==> src/rtl/boot_handoff_pkg.sv <==
package boot_handoff_pkg;

  typedef enum logic [1:0] {
    ST_BOOT       = 2'd0,
    ST_READY_IDLE = 2'd1,
    ST_RUNNING    = 2'd2,
    ST_DONE_READY = 2'd3
  } bh_state_e;

  function automatic logic is_ready_state(input bh_state_e s);
    return (s == ST_READY_IDLE) || (s == ST_DONE_READY);
  endfunction

endpackage

==> src/rtl/bh_fetch_snoop.sv <==
module bh_fetch_snoop #(
  parameter int ADDR_W = 12,
  parameter logic [ADDR_W-1:0] CHECK_ADDR = 12'h040
) (
  input  logic              clk,
  input  logic              rst,
  input  logic [ADDR_W-1:0] cpu_addr,
  input  logic              cpu_fetch,
  output logic              hit_q,
  output logic              other_q
);

  logic addr_eq;
  assign addr_eq = (cpu_addr == CHECK_ADDR);

  always_ff @(posedge clk) begin
    if (rst) begin
      hit_q   <= 1'b0;
      other_q <= 1'b0;
    end else begin
      hit_q   <= cpu_fetch && addr_eq;
      other_q <= cpu_fetch && !addr_eq;
    end
  end

  // a counted hit always comes from a fetch cycle
  a_r3_hit_needs_fetch: assert property (@(posedge clk) disable iff (rst)
    hit_q |-> $past(cpu_fetch));

  a_r9_hit_other_exclusive: assert property (@(posedge clk) disable iff (rst)
    !(hit_q && other_q));

endmodule

==> src/rtl/bh_fsm.sv <==
module bh_fsm
  import boot_handoff_pkg::*;
#(
  parameter int DATA_W = 32
) (
  input  logic              clk,
  input  logic              rst,
  input  logic              hit_q,
  input  logic              other_q,
  input  logic              host_start,
  input  logic [DATA_W-1:0] host_entry,
  output logic              go,
  output logic              ready_pulse,
  output logic [DATA_W-1:0] entry_q
);

  bh_state_e state, nxt;
  logic      armed;
  logic      start_ok;
  logic      run_end;

  assign start_ok = is_ready_state(state) && host_start && (host_entry != '0);
  assign run_end  = (state == ST_RUNNING) && armed && hit_q;

  always_comb begin
    nxt = state;
    unique case (state)
      ST_BOOT:       if (hit_q)    nxt = ST_READY_IDLE;
      ST_READY_IDLE: if (start_ok) nxt = ST_RUNNING;
      ST_RUNNING:    if (run_end)  nxt = ST_DONE_READY;
      ST_DONE_READY: if (start_ok) nxt = ST_RUNNING;
      default:                     nxt = ST_BOOT;
    endcase
  end

  always_ff @(posedge clk) begin
    if (rst) begin
      state       <= ST_BOOT;
      go          <= 1'b0;
      ready_pulse <= 1'b0;
      armed       <= 1'b0;
      entry_q     <= '0;
    end else begin
      state       <= nxt;
      go          <= (nxt == ST_RUNNING);
      ready_pulse <= is_ready_state(nxt) && !is_ready_state(state);
      armed       <= (state == ST_RUNNING && nxt == ST_RUNNING) ? (armed | other_q) : 1'b0;
      if (start_ok) entry_q <= host_entry;
    end
  end

  a_r10_ready_single: assert property (@(posedge clk) disable iff (rst)
    ready_pulse |=> !ready_pulse);

  a_r6_start_sets_go: assert property (@(posedge clk) disable iff (rst)
    (is_ready_state(state) && host_start && host_entry != '0) |=> go);

  a_r7_run_holds: assert property (@(posedge clk) disable iff (rst)
    (state == ST_RUNNING && !(armed && hit_q)) |=> (state == ST_RUNNING));

  a_r7_boot_holds: assert property (@(posedge clk) disable iff (rst)
    (state == ST_BOOT && !hit_q) |=> (state == ST_BOOT && !go));

  a_r9_end_releases: assert property (@(posedge clk) disable iff (rst)
    (state == ST_RUNNING && armed && hit_q) |=> (!go && ready_pulse));

  a_r7_entry_stable: assert property (@(posedge clk) disable iff (rst)
    (state == ST_RUNNING) |=> $stable(entry_q));

endmodule

==> src/rtl/bh_bus_mux.sv <==
module bh_bus_mux #(
  parameter int ADDR_W = 12,
  parameter int DATA_W = 32,
  parameter logic [ADDR_W-1:0] PTR_ADDR = 12'h0F0
) (
  input  logic              clk,
  input  logic              rst,
  input  logic              go,
  input  logic [ADDR_W-1:0] cpu_addr,
  input  logic              cpu_fetch,
  input  logic              cpu_rd,
  input  logic              cpu_wr,
  input  logic [DATA_W-1:0] cpu_wdata,
  input  logic [ADDR_W-1:0] host_addr,
  input  logic              host_rd,
  input  logic              host_wr,
  input  logic [DATA_W-1:0] host_wdata,
  input  logic [DATA_W-1:0] entry_q,
  input  logic [DATA_W-1:0] sram_rdata,
  output logic [ADDR_W-1:0] sram_addr,
  output logic [DATA_W-1:0] sram_wdata,
  output logic              sram_we,
  output logic              sram_oe,
  output logic [DATA_W-1:0] cpu_rdata,
  output logic              cpu_rdata_oe,
  output logic [DATA_W-1:0] host_rdata
);

  logic [ADDR_W-1:0] sel_addr;
  logic [DATA_W-1:0] sel_wdata;
  logic              sel_we, sel_oe, sel_ptr;
  logic              own_q, ptr_q;

  always_comb begin
    if (go) begin
      sel_addr  = cpu_addr;
      sel_wdata = cpu_wdata;
      sel_we    = cpu_wr;
      sel_oe    = (cpu_rd || cpu_fetch) && !cpu_wr;
      sel_ptr   = cpu_rd && !cpu_wr && (cpu_addr == PTR_ADDR);
    end else begin
      sel_addr  = host_addr;
      sel_wdata = host_wdata;
      sel_we    = host_wr;
      sel_oe    = host_rd && !host_wr;
      sel_ptr   = 1'b0;
    end
  end

  always_ff @(posedge clk) begin
    if (rst) begin
      sram_addr  <= '0;
      sram_wdata <= '0;
      sram_we    <= 1'b0;
      sram_oe    <= 1'b0;
      own_q      <= 1'b0;
      ptr_q      <= 1'b0;
    end else begin
      sram_addr  <= sel_addr;
      sram_wdata <= sel_wdata;
      sram_we    <= sel_we;
      sram_oe    <= sel_oe;
      own_q      <= go;
      ptr_q      <= sel_ptr;
    end
  end

  assign cpu_rdata_oe = own_q;
  assign cpu_rdata    = own_q ? (ptr_q ? entry_q : sram_rdata) : '0;
  assign host_rdata   = own_q ? '0 : sram_rdata;

  a_r4_host_addr: assert property (@(posedge clk) disable iff (rst)
    !go |=> (sram_addr == $past(host_addr) && sram_we == $past(host_wr)));

  a_r4_we_oe_excl: assert property (@(posedge clk) disable iff (rst)
    !(sram_we && sram_oe));

  a_r5_release: assert property (@(posedge clk) disable iff (rst)
    !go |=> !cpu_rdata_oe);

  a_r6_cpu_addr: assert property (@(posedge clk) disable iff (rst)
    go |=> (sram_addr == $past(cpu_addr) && sram_we == $past(cpu_wr)));

endmodule

==> src/rtl/boot_handoff_ctrl.sv <==
module boot_handoff_ctrl
  import boot_handoff_pkg::*;
#(
  parameter int ADDR_W = 12,
  parameter int DATA_W = 32,
  parameter logic [ADDR_W-1:0] CHECK_ADDR = 12'h040,
  parameter logic [ADDR_W-1:0] PTR_ADDR   = 12'h0F0
) (
  input  logic              clk,
  input  logic              rst,
  input  logic [ADDR_W-1:0] cpu_addr,
  input  logic              cpu_fetch,
  input  logic              cpu_rd,
  input  logic              cpu_wr,
  input  logic [DATA_W-1:0] cpu_wdata,
  output logic [DATA_W-1:0] cpu_rdata,
  output logic              cpu_rdata_oe,
  input  logic [ADDR_W-1:0] host_addr,
  input  logic              host_rd,
  input  logic              host_wr,
  input  logic [DATA_W-1:0] host_wdata,
  output logic [DATA_W-1:0] host_rdata,
  input  logic              host_start,
  input  logic [DATA_W-1:0] host_entry,
  output logic              host_ready,
  output logic              cpu_go,
  output logic [ADDR_W-1:0] sram_addr,
  output logic [DATA_W-1:0] sram_wdata,
  output logic              sram_we,
  output logic              sram_oe,
  input  logic [DATA_W-1:0] sram_rdata
);

  logic              hit_q, other_q;
  logic [DATA_W-1:0] entry_q;

  bh_fetch_snoop #(.ADDR_W(ADDR_W), .CHECK_ADDR(CHECK_ADDR)) u_snoop (
    .clk(clk), .rst(rst), .cpu_addr(cpu_addr), .cpu_fetch(cpu_fetch),
    .hit_q(hit_q), .other_q(other_q)
  );

  bh_fsm #(.DATA_W(DATA_W)) u_fsm (
    .clk(clk), .rst(rst), .hit_q(hit_q), .other_q(other_q),
    .host_start(host_start), .host_entry(host_entry),
    .go(cpu_go), .ready_pulse(host_ready), .entry_q(entry_q)
  );

  bh_bus_mux #(.ADDR_W(ADDR_W), .DATA_W(DATA_W), .PTR_ADDR(PTR_ADDR)) u_mux (
    .clk(clk), .rst(rst), .go(cpu_go),
    .cpu_addr(cpu_addr), .cpu_fetch(cpu_fetch), .cpu_rd(cpu_rd),
    .cpu_wr(cpu_wr), .cpu_wdata(cpu_wdata),
    .host_addr(host_addr), .host_rd(host_rd), .host_wr(host_wr),
    .host_wdata(host_wdata), .entry_q(entry_q), .sram_rdata(sram_rdata),
    .sram_addr(sram_addr), .sram_wdata(sram_wdata), .sram_we(sram_we),
    .sram_oe(sram_oe), .cpu_rdata(cpu_rdata), .cpu_rdata_oe(cpu_rdata_oe),
    .host_rdata(host_rdata)
  );

endmodule

==> config.mk <==
export PLATFORM = sky130hd
export DESIGN_NAME = boot_handoff_ctrl
export DESIGN_NICKNAME = d
export VERILOG_FILES = /design/src/rtl/boot_handoff_pkg.sv /design/src/rtl/bh_fetch_snoop.sv /design/src/rtl/bh_fsm.sv /design/src/rtl/bh_bus_mux.sv /design/src/rtl/boot_handoff_ctrl.sv
export SDC_FILE = /design/constraint.sdc
export NUM_CORES = 1
export LEC_CHECK = 0
export BUFFER_PORTS_ARGS = -buffer_cell sky130_fd_sc_hd__clkbuf_2
export CORE_ASPECT_RATIO = 0.5
export CORE_MARGIN = 8
export CORE_UTILIZATION = 46
export DETAILED_ROUTE_END_ITERATION = 7
export PLACE_DENSITY_LB_ADDON = 0.15
export SETUP_SLACK_MARGIN = 0.3
export SLEW_MARGIN = 20
export SYNTH_ARGS = -nofsm -noshare
export SYNTH_HDL_FRONTEND = slang
export SYNTH_SLANG_ARGS = --single-unit
==> constraint.sdc <==
create_clock -name clk -period 2.3 [get_ports clk]
set_clock_uncertainty 0.05 [all_clocks]
set_input_delay 0.46 -clock clk [delete_from_list [all_inputs] [get_ports clk]]
set_output_delay 0.46 -clock clk [all_outputs]
set_load 0.05 [all_outputs]
==> results.md, run 1 <==
* Outcome: completed
* XOR/XNOR Fraction of Synth Area at 0%
* Synth Cell Area at 4280 sq um
* Nets@finish at 859
* RSZ-0062 raised after global routing: true
* CTS sink cnt at 87
* Post-Route WL at 14000 um
* Cells after synthesis at 439
* Row count at 25
* Endpoints failing hold at 0
* FF-to-FF End: u_fsm.entry_q[24]
* Power density over the cells at 604 nW/um^2
* First-pass iteration count of the detailed router at 4
* Count leader, synth: mux2i_1
* Hold Crit Depth at 2
* Util after Layout at 68.3%
* Final worst path period share at 85.8%
* Top Ports at 273
* Synth area leaders: dfxtp_1 41%, mux2i_1 26%, nor2b_1 9.7%, or2b_1 6.7%, nor2_1 4.3%
* First-pass GRT wire length at 21500 um
* Relative slew slack at 61.2%
* Final WS setup at 0.327 ns
* Worst Hold Class: in2reg
* Post-synth top area share at 40.7%
* Crit-path max FO at 16
* MaxCap Viol Count at 0
* Mean Syn Cell Area at 9.74 sq um
* Die Area at 12800 sq um
* Setup TNS at 0 ns
* Leakage at 2.78 nW
* Placer congestion estimate at 0.775
* TritonCTS clock tree: done
* Register-to-register setup slack at 0.94 ns
* Die X at 152 um
* Hold path start: cpu_wr
* Worst Path Arrival at 1.46 ns
* Clock-pin slew on the worst setup and hold paths at 0.06 ns
* DP Wirelength at 10700 um
* Syn Nets at 599
* Reg2Reg Depth at 3
* Fmax at 507 MHz
* Clock buffer depth at 2
* Clk Latency, worst-skew pair at 0.33 ns
* Placed Cells at 806
* Destination of the worst hold path: u_mux.ptr_q
* Initial antenna violation count at 0
* GRT overflow at 0
* Chip Height at 84.2 um
* Worst r2r src: u_fsm.state[0]
* Synth Area in Simple Gates at 28.1%
* Max Slew Vio Count at 0
* Top post-synthesis cells by count: 109 x mux2i_1, 87 x dfxtp_1, 66 x nor2b_1, 49 x nor2_1, 38 x or2b_1
* Dpl ws at 0.218 ns
* Post-synth cell types at 25
* Final Critical Period at 1.97 ns
* Critical Path RT at 1.79 ns
* Setup crit start: u_mux.ptr_q
* Fin cells at 825
* DR WL/cell at 17.0 um
* CTS root buf: clkbuf_16
* H-tree lvl count at 3
* Peak supply drop at 401 uV
* Setup CP Type: reg2out
* Pin count of the biggest net entering global routing at 74
* ANT cells at 0
* Via count at 3960
* Predominant post-synthesis flop cell: dfxtp_1
* Proportion of layout cells with a drive suffix above 1 at 48.9%
* Seq/Total Area, Yosys at 40.7%
* Port Buffer Count at 272
* Total CTS buffers at 9
* # DRC at 0
* Routed vias/inst at 4.80
* Vias in the first global route at 4227
* Adder-Cell Fraction of Synth Area at 0%
* Synth area leader: dfxtp_1
* Detail Route Antenna Nets at 0
* Final setup violation count at 0
* Async SR Flop Fraction at 0%
* EDFF count, synth at 0
* Starting density of the core at 46.3%
* Ys Warns at 0
* Mux cell area share after synthesis at 25.5%
* Seq cells post-synth at 87
* Initial DRC count at 103
* Largest family of logic cells by synthesized area: simple AND/OR/NAND/NOR gates
* CP endpoint kind: output pin
* Core area at 9230 sq um
* Post-synthesis compound-gate area fraction at 1.14%
* GRT Overall Usage at 20.6%
* Tot Pwr at 3.81 mW
* Worst setup SP type: register
* Slew at the pin with the worst max-slew slack at 0.582 ns
* Area grow syn2layout at 47.5%
## logic make-up (layout without fill, tap and decap cells)
family | count (synthesis) | after routing
compound gates | 7 | 7
buf+inv | 34 | 299
simple gates | 202 | 202
mux | 109 | 109
flops | 87 | 87
## layout by cell type, fill, tap and decap left out, types with 2 or more instances in the layout
cell / Yosys / routed
buf_2: 7 / 3
clkbuf_8: 0 / 2
nor2_1: 49 / 49
clkbuf_16: 0 / 11
clkbuf_2: 0 / 241
a21oi_1: 4 / 4
bufinv_16: 0 / 2
buf_4: 0 / 5
nor4_1: 9 / 9
nor2b_2: 0 / 30
or2b_1: 38 / 38
buf_12: 3 / 3
nand4_1: 2 / 2
dfxtp_1: 87 / 84
mux2i_1: 109 / 101
nand2b_1: 28 / 28
nor3_1: 3 / 3
clkbuf_4: 0 / 27
dfxtp_2: 0 / 2
nor2b_4: 0 / 2
nor2b_1: 66 / 34
mux2i_2: 0 / 7
## worst max-delay path: stages, from the launching register on
cell	delay, ns
dfxtp_4	0.40
buf_16	0.19
mux2i_2	0.26
nor2b_2	0.06
clkbuf_4	0.21
## repair_timing
action | CTS | global route
gates resized for setup | 30 | 12
setup endpoints to repair | 25 | 30
buffers inserted | 0 | 0
hold buffers | 0 | 0
cloned | 1 | 2
## layout make-up
cell class / instances / area (sq um)
Fill cell: 792 / 2920
Multi-Input combinational cell: 318 / 2470
Sequential cell: 87 / 1750
Timing Repair Buffer: 282 / 1600
Clock buffer: 12 / 256
Tap cell: 121 / 151
Clock inverter: 4 / 76.3
Inverter: 1 / 3.75
## state kept, by name, indices dropped and copies added (netlist names)
signal,flops
u_fsm.armed,1
u_fsm.entry_q,32
u_fsm.go,1
u_fsm.ready_pulse,1
u_fsm.state,2
u_mux.cpu_rdata_oe,1
u_mux.ptr_q,1
u_mux.sram_addr,12
u_mux.sram_oe,1
u_mux.sram_wdata,32
u_mux.sram_we,1
u_snoop.hit_q,1
u_snoop.other_q,1
## how the worst max path moves through the flow
stage                            end  slack (ns)  cells past startpoint
floorplan             host_rdata[10]        0.25                      3
global placement    u_fsm.entry_q[1]        0.18                      6
detailed placement  u_fsm.entry_q[5]        0.22                      6
CTS                    cpu_rdata[30]        0.25                      4
global route            cpu_rdata[3]        0.29                      4
finish                  cpu_rdata[3]        0.33                      4
## through the flow
stage | instance area [sq um] | hold slack [ns]
4_1_cts | 6220 | 0.270
5_1_grt | 6310 | 0.276
3_3_place_gp | 5790 | 0.407
3_5_place_dp | 5790 | 0.421
2_1_floorplan | 4370 | 0.398
6_report | 6310 | 0.284
## routing by layer
| metal | track usage (%) | share of wire [%] |
|---|---|---|
| met1 | 23.9 | 44 |
| met2 | 35.7 | 48 |
| met3 | 6.25 | 6.2 |
| met4 | 7.29 | 2.1 |
| met5 | 0 | 0 |
## power breakdown
part / total (mW) / leakage [nW] / switching [mW] / internal, mW
logic: 0.654 / 1.90 / 0.435 / 0.219
registers: 1.56 / 0.715 / 0.0117 / 1.55
clock network: 1.59 / 0.159 / 0.576 / 1.01
No activity file was read; power rests on OpenSTA's default activity.
==> inputs of run 2 (changes only) <==
CORE_UTILIZATION = 43   (was 46)
SETUP_SLACK_MARGIN = not set   (was 0.3)
clock period = 1.9 ns   (was 2.3 ns; I/O delays follow)
==> run 2 against run 1 <==
The run now ends with setup timing left. Total power increased by 17%. Setup slack got worse by 0.33 ns. Non-clock buffer count increased by 5. Hold slack got worse by 0.079 ns. Core utilization increased by 5.3 points. First-iteration DRC count increased by 38%. Die area increased by 5.9%. Final area increased by 11%. Global-route usage decreased by 2.0 points. Register-to-register slack got worse by 0.34 ns.
==> results.md, run 2 (synthesized netlist as in run 1, its figures left out) <==
* Worst r2r src: u_fsm.state[0] (unchanged)
* Final Critical Period at 1.90 ns
* M2 GR Usage at 33.7% (was 35.7%)
* Routed vias/inst at 4.72 (was 4.80)
* # DRC at 0 (unchanged)
* Die X at 157 um (was 152 um)
* Post-Route WL at 13800 um (was 14000 um)
* CP max-delay cell: dfxtp_4 (unchanged)
* Critical Path RT at 1.47 ns (was 1.79 ns)
* Starting density of the core at 44.8% (was 46.3%)
* Proportion of layout cells with a drive suffix above 1 at 52.0% (was 48.9%)
* Row count at 25 (unchanged)
* Detail Route Antenna Nets at 0 (unchanged)
* Hold path start: cpu_wr (unchanged)
* MaxCap Viol Count at 0 (unchanged)
* First-pass GRT wire length at 20200 um (was 21500 um)
* Outcome: finished with violations (was completed)
* Max Slew Vio Count at 0 (unchanged)
* Clock buffer depth at 2 (unchanged)
* Peak supply drop at 476 uV (was 401 uV)
* RSZ-0062 raised after global routing: true (unchanged)
* Setup crit start: u_mux.ptr_q (unchanged)
* CP cell instances: buf_12 > mux2i_4 > nor2b_4 > buf_12 (was buf_16 > mux2i_2 > nor2b_2 > clkbuf_4)
* Dpl ws at -0.177 ns (was 0.218 ns)
* Leading registers by flop count: u_fsm.entry_q: 32 flops, u_mux.sram_wdata: 32 flops, u_mux.sram_addr: 12 flops (unchanged)
* Initial DRC count at 142 (was 103)
* Setup CP Type: reg2out (unchanged)
* DP Wirelength at 10500 um (was 10700 um)
* Die Area at 13600 sq um (was 12800 sq um)
* First-pass iteration count of the detailed router at 4 (unchanged)
* Top Ports at 273 (unchanged)
* ANT cells at 0 (unchanged)
* Core area at 9540 sq um (was 9230 sq um)
* Chip Height at 86.5 um (was 84.2 um)
* Clock-pin slew on the worst setup and hold paths at 0.06 ns (about the same)
* Fill cells at 718 (was 792)
* Nets@finish at 864 (was 859)
* Initial antenna violation count at 0 (unchanged)
* Port Buffer Count at 272 (unchanged)
* GRT Overall Usage at 18.6% (was 20.6%)
* Endpoints failing hold at 0 (unchanged)
* Worst setup SP type: register (unchanged)
* CP endpoint kind: output pin (unchanged)
* Clk Latency, worst-skew pair at 0.33 ns (about the same)
* Util after Layout at 73.6% (was 68.3%)
* GRT overflow at 0 (unchanged)
* Final WS setup at -0.00267 ns (was 0.327 ns)
* Crit path top cell by count: buf_12
* Most common cell after layout, fill and taps aside: clkbuf_2 (unchanged)
* Slew at the pin with the worst max-slew slack at 0.538 ns (was 0.582 ns)
* Power density over the cells at 633 nW/um^2 (was 604 nW/um^2)
* Total CTS buffers at 9 (unchanged)
* CTS root buf: clkbuf_16 (unchanged)
* Final worst path period share at 100%
* Placer congestion estimate at 0.776 (was 0.775)
* Met1 Use GR at 20.2% (was 23.9%)
* Vias in the first global route at 4068 (was 4227)
* Relative slew slack at 63.8% (was 61.2%)
* Leakage at 2.93 nW (was 2.78 nW)
* Commonest non-fill, non-tap cells in the layout: 239 x clkbuf_2, 84 x dfxtp_1, 81 x mux2i_1 (was 241 x clkbuf_2, 101 x mux2i_1, 84 x dfxtp_1)
* Top Usage Layer GRT: met2 (unchanged)
* CTS sink cnt at 87 (unchanged)
* Pin count of the biggest net entering global routing at 66 (was 74)
* CP peak stage delay at 0.45 ns (was 0.40 ns)
* Met3 GRT Util at 6.60% (was 6.25%)
* Area grow syn2layout at 64.3% (was 47.5%)
* H-tree lvl count at 3 (unchanged)
* TritonCTS clock tree: done (unchanged)
* Crit-path max FO at 8 (was 16)
* Final setup violation count at 2 (was 0)
* Worst Path Arrival at 1.47 ns (was 1.46 ns)
* Worst Hold Class: in2reg (unchanged)
* Post-CTS Setup Bufs at 0 (unchanged)
* Via count at 3980 (was 3960)
* Fmax at 526 MHz
* Failing checks: setup timing
* DR WL/cell at 16.4 um (was 17.0 um)
run 2: cell types whose count changed in the layout (fill, tap and decap cells not counted), sizes merged:
cell and change:
buf +35, clkbuf -32, clkinv +3, bufinv -1
run 2: through the flow:
step | instances | hold slack, ns | power [mW] | setup TNS, ns | instance area (sq um)
6_report | 844 | 0.206 | 4.45 | -0.00482 | 7030
5_1_grt | 844 | 0.215 | 4.61 | -0.664 | 7030
3_3_place_gp | 825 | 0.413 | 2.72 | -7.38 | 6290
2_1_floorplan | 439 | 0.398 | 2.42 | -2.83 | 4440
3_5_place_dp | 825 | 0.417 | 2.73 | -5.48 | 6290
4_1_cts | 843 | 0.194 | 4.46 | -0.145 | 6790
run 2: final timing paths:
| path | endpoint | slack (ns) | cells after the start |
|---|---|---|---|
| max | cpu_rdata[13] | -0.003 | 4 |
| min | u_mux.ptr_q | 0.21 | 2 |
| max reg2reg | u_fsm.entry_q[23] | 0.60 | 3 |
| min reg2reg | u_fsm.go | 0.43 | 2 |
run 2: area by class of cell:
type                       instances  area [sq um]  share of cell area [%]
inverter                           1          3.75                  0.0534
tap                              135           169                    2.40
sequential                        87          1750                    24.9
multi-input combinational        318          2810                    39.9
clock buffer                      10           229                    3.26
clock inverter                     6          68.8                   0.980
timing repair buffer             287          2000                    28.5
run 2: metal layers:
layer | routed length, um | vias up | share of wire [%]
li1 | - | 2004 | -
met5 | 0 | - | 0
met2 | 7190 | 151 | 52
met3 | 1230 | 18 | 8.9
met1 | 5200 | 1807 | 38
met4 | 205 | 0 | 1.5
run 2: worst max-delay path, delay by kind of cell, from the launching register on:
kind / cells / cell delay (ns)
flip-flops: 1 / 0.45
buffers and inverters: 2 / 0.35
multiplexers: 1 / 0.27
AND/OR/NAND/NOR: 1 / 0.06
run 2: where the power goes:
group / leakage [nW] / total [mW] / internal (mW) / switching, mW
Clock: 0.143 / 1.73 / 1.03 / 0.705
Sequential: 0.715 / 1.89 / 1.88 / 0.0134
Combinational: 2.07 / 0.830 / 0.290 / 0.540
Total: 2.93 / 4.45 / 3.19 / 1.26
run 2: repair_timing:
item                                    in CTS  in global routing
hold buffers                                 0                  0
endpoints found under the setup margin      20                 26
gates resized for setup                     36                 44
gates cloned                                 2                  1
pin swaps                                    0                  0
==> inputs of run 3 (changes only) <==
CORE_UTILIZATION = 35   (was 43)
==> run 3 against run 2 <==
The flow now finishes without violations. Via count fell by 2.2%. Clock power is 7% lower. Setup slack improved by 0.028 ns. Global-route usage shrank 2.8 points. Critical path type unchanged. Critical endpoint is now cpu_rdata[4]. Largest power group unchanged. Highest routed layer unchanged.
==> results.md, run 3 (synthesized netlist as in run 1, its figures left out) <==
* Outcome: completed (was finished with violations)
* Power density over the cells at 620 nW/um^2 (was 633 nW/um^2)
* Final worst path period share at 98.7% (was 100%)
* Proportion of layout cells with a drive suffix above 1 at 50.9% (was 52.0%)
* Most common cell after layout, fill and taps aside: clkbuf_2 (unchanged)
* First-pass GRT wire length at 20500 um (was 20200 um)
* # DRC at 0 (unchanged)
* Core area at 11900 sq um (was 9540 sq um)
* Worst setup SP type: register (unchanged)
* Max Slew Vio Count at 0 (unchanged)
* Die X at 172 um (was 157 um)
* Vias in the first global route at 4142 (was 4068)
* Row count at 28 (was 25)
* Post-CTS Setup Bufs at 0 (unchanged)
* Initial antenna violation count at 0 (unchanged)
* DR WL/cell at 15.3 um (was 16.4 um)
* Hold slack final at 0.204 ns (was 0.206 ns)
* H-tree lvl count at 3 (unchanged)
* Area grow syn2layout at 62.8% (was 64.3%)
* Starting density of the core at 36.0% (was 44.8%)
* GRT Overall Usage at 15.8% (was 18.6%)
* CTS sink cnt at 87 (unchanged)
* Util after Layout at 58.6% (was 73.6%)
* Port Buffer Count at 272 (unchanged)
* Final setup violation count at 0 (was 2)
* Worst Path Arrival at 1.45 ns (was 1.47 ns)
* Top Ports at 273 (unchanged)
* Post-Route WL at 13400 um (was 13800 um)
* CP endpoint kind: output pin (unchanged)
* Critical Path RT at 1.47 ns (about the same)
* Relative slew slack at 58.9% (was 63.8%)
* Peak supply drop at 419 uV (was 476 uV)
* Worst Hold Class: in2reg (unchanged)
* Placer congestion estimate at 0.733 (was 0.776)
* Initial DRC count at 133 (was 142)
* Multi-input logic area at 2740 sq um (was 2810 sq um)
* GRT overflow at 0 (unchanged)
* DP Wirelength at 10500 um (about the same)
* Routed vias/inst at 4.44 (was 4.72)
* Leakage at 2.89 nW (was 2.93 nW)
* Register area at 1750 sq um (unchanged)
* Leading registers by flop count: u_fsm.entry_q: 32 flops, u_mux.sram_wdata: 32 flops, u_mux.sram_addr: 12 flops (unchanged)
* Fin cells at 876 (was 844)
* Placed Cells at 858 (was 825)
* Detail Route Antenna Nets at 0 (unchanged)
* Total CTS buffers at 9 (unchanged)
* Nets@finish at 866 (was 864)
* ANT cells at 0 (unchanged)
* Fmax at 533 MHz (was 526 MHz)
* Commonest non-fill, non-tap cells in the layout: 239 x clkbuf_2, 90 x mux2i_1, 84 x dfxtp_1 (was 239 x clkbuf_2, 84 x dfxtp_1, 81 x mux2i_1)
* Clock buffer depth at 2 (unchanged)
* Endpoints failing hold at 0 (unchanged)
* Slew at the pin with the worst max-slew slack at 0.616 ns (was 0.538 ns)
* Fill cells at 1051 (was 718)
* Final Critical Period at 1.88 ns (was 1.90 ns)
* Setup CP Type: reg2out (unchanged)
* Chip Height at 94.2 um (was 86.5 um)
* Clock-pin slew on the worst setup and hold paths at 0.06 ns (about the same)
* Pin count of the biggest net entering global routing at 75 (was 66)
* Crit-path max FO at 8 (unchanged)
* First-pass iteration count of the detailed router at 4 (unchanged)
* TritonCTS clock tree: done (unchanged)
* CTS root buf: clkbuf_16 (unchanged)
* MaxCap Viol Count at 0 (unchanged)
* RSZ-0062 raised after global routing: true (unchanged)
* Via count at 3893 (was 3980)
* Die Area at 16200 sq um (was 13600 sq um)
* Clk Latency, worst-skew pair at 0.32 ns (was 0.33 ns)
-- run 3: final timing paths --
kind                          start                end  slack [ns]  depth (start not counted)
setup / recovery        u_mux.ptr_q       cpu_rdata[4]        0.02                          4
setup reg to reg           u_fsm.go        u_mux.ptr_q        0.66                          3
hold reg to reg   u_fsm.entry_q[28]  u_fsm.entry_q[28]        0.43                          2
hold / removal               cpu_wr        u_mux.ptr_q        0.20                          2
-- run 3: worst max-delay path, cell delays in order (launching register included) --
cell	delay (ns)
dfxtp_4	0.43
buf_12	0.20
mux2i_4	0.27
nor2b_4	0.06
buf_8	0.15
-- run 3: power by group --
| part | total (mW) | switching (mW) | internal [mW] |
|---|---|---|---|
| Sequential | 1.89 | 0.0133 | 1.88 |
| Combinational | 0.819 | 0.534 | 0.285 |
| Clock | 1.61 | 0.720 | 0.893 |
-- run 3: per-layer routing --
metal  track usage (%)  wire length (um)  up-vias
met1              17.5              5400     1761
met2              28.5              6830      128
met3              6.12              1110        4
li1                  -                 -     2000
met5                 0                 0        -
met4              3.42                65        0
-- run 3: timing repair --
| item | CTS | global route |
|---|---|---|
| gates cloned | 2 | 0 |
| hold buffers | 0 | 0 |
| gates resized for setup | 36 | 33 |
| setup endpoints to repair | 20 | 31 |
-- run 3: cell type report --
class / instances / share of cell area, %
Multi-Input combinational cell: 318 / 39.3
Timing Repair Buffer: 289 / 28.6
Sequential cell: 87 / 25.1
Clock buffer: 10 / 3.29
Tap cell: 165 / 2.96
Clock inverter: 6 / 0.665
Inverter: 1 / 0.0539
-- run 3: per-stage QoR --
step	worst slack, ns	setup TNS [ns]	total power [mW]	area, sq um
3_3_place_gp	0.0244	0	2.72	6330
3_5_place_dp	-0.0280	-0.444	2.73	6330
6_report	0.0250	0	4.32	6960
2_1_floorplan	-0.0667	-2.83	2.42	4440
4_1_cts	-0.0303	-0.180	4.39	6820
5_1_grt	-0.0593	-1.00	4.52	6960
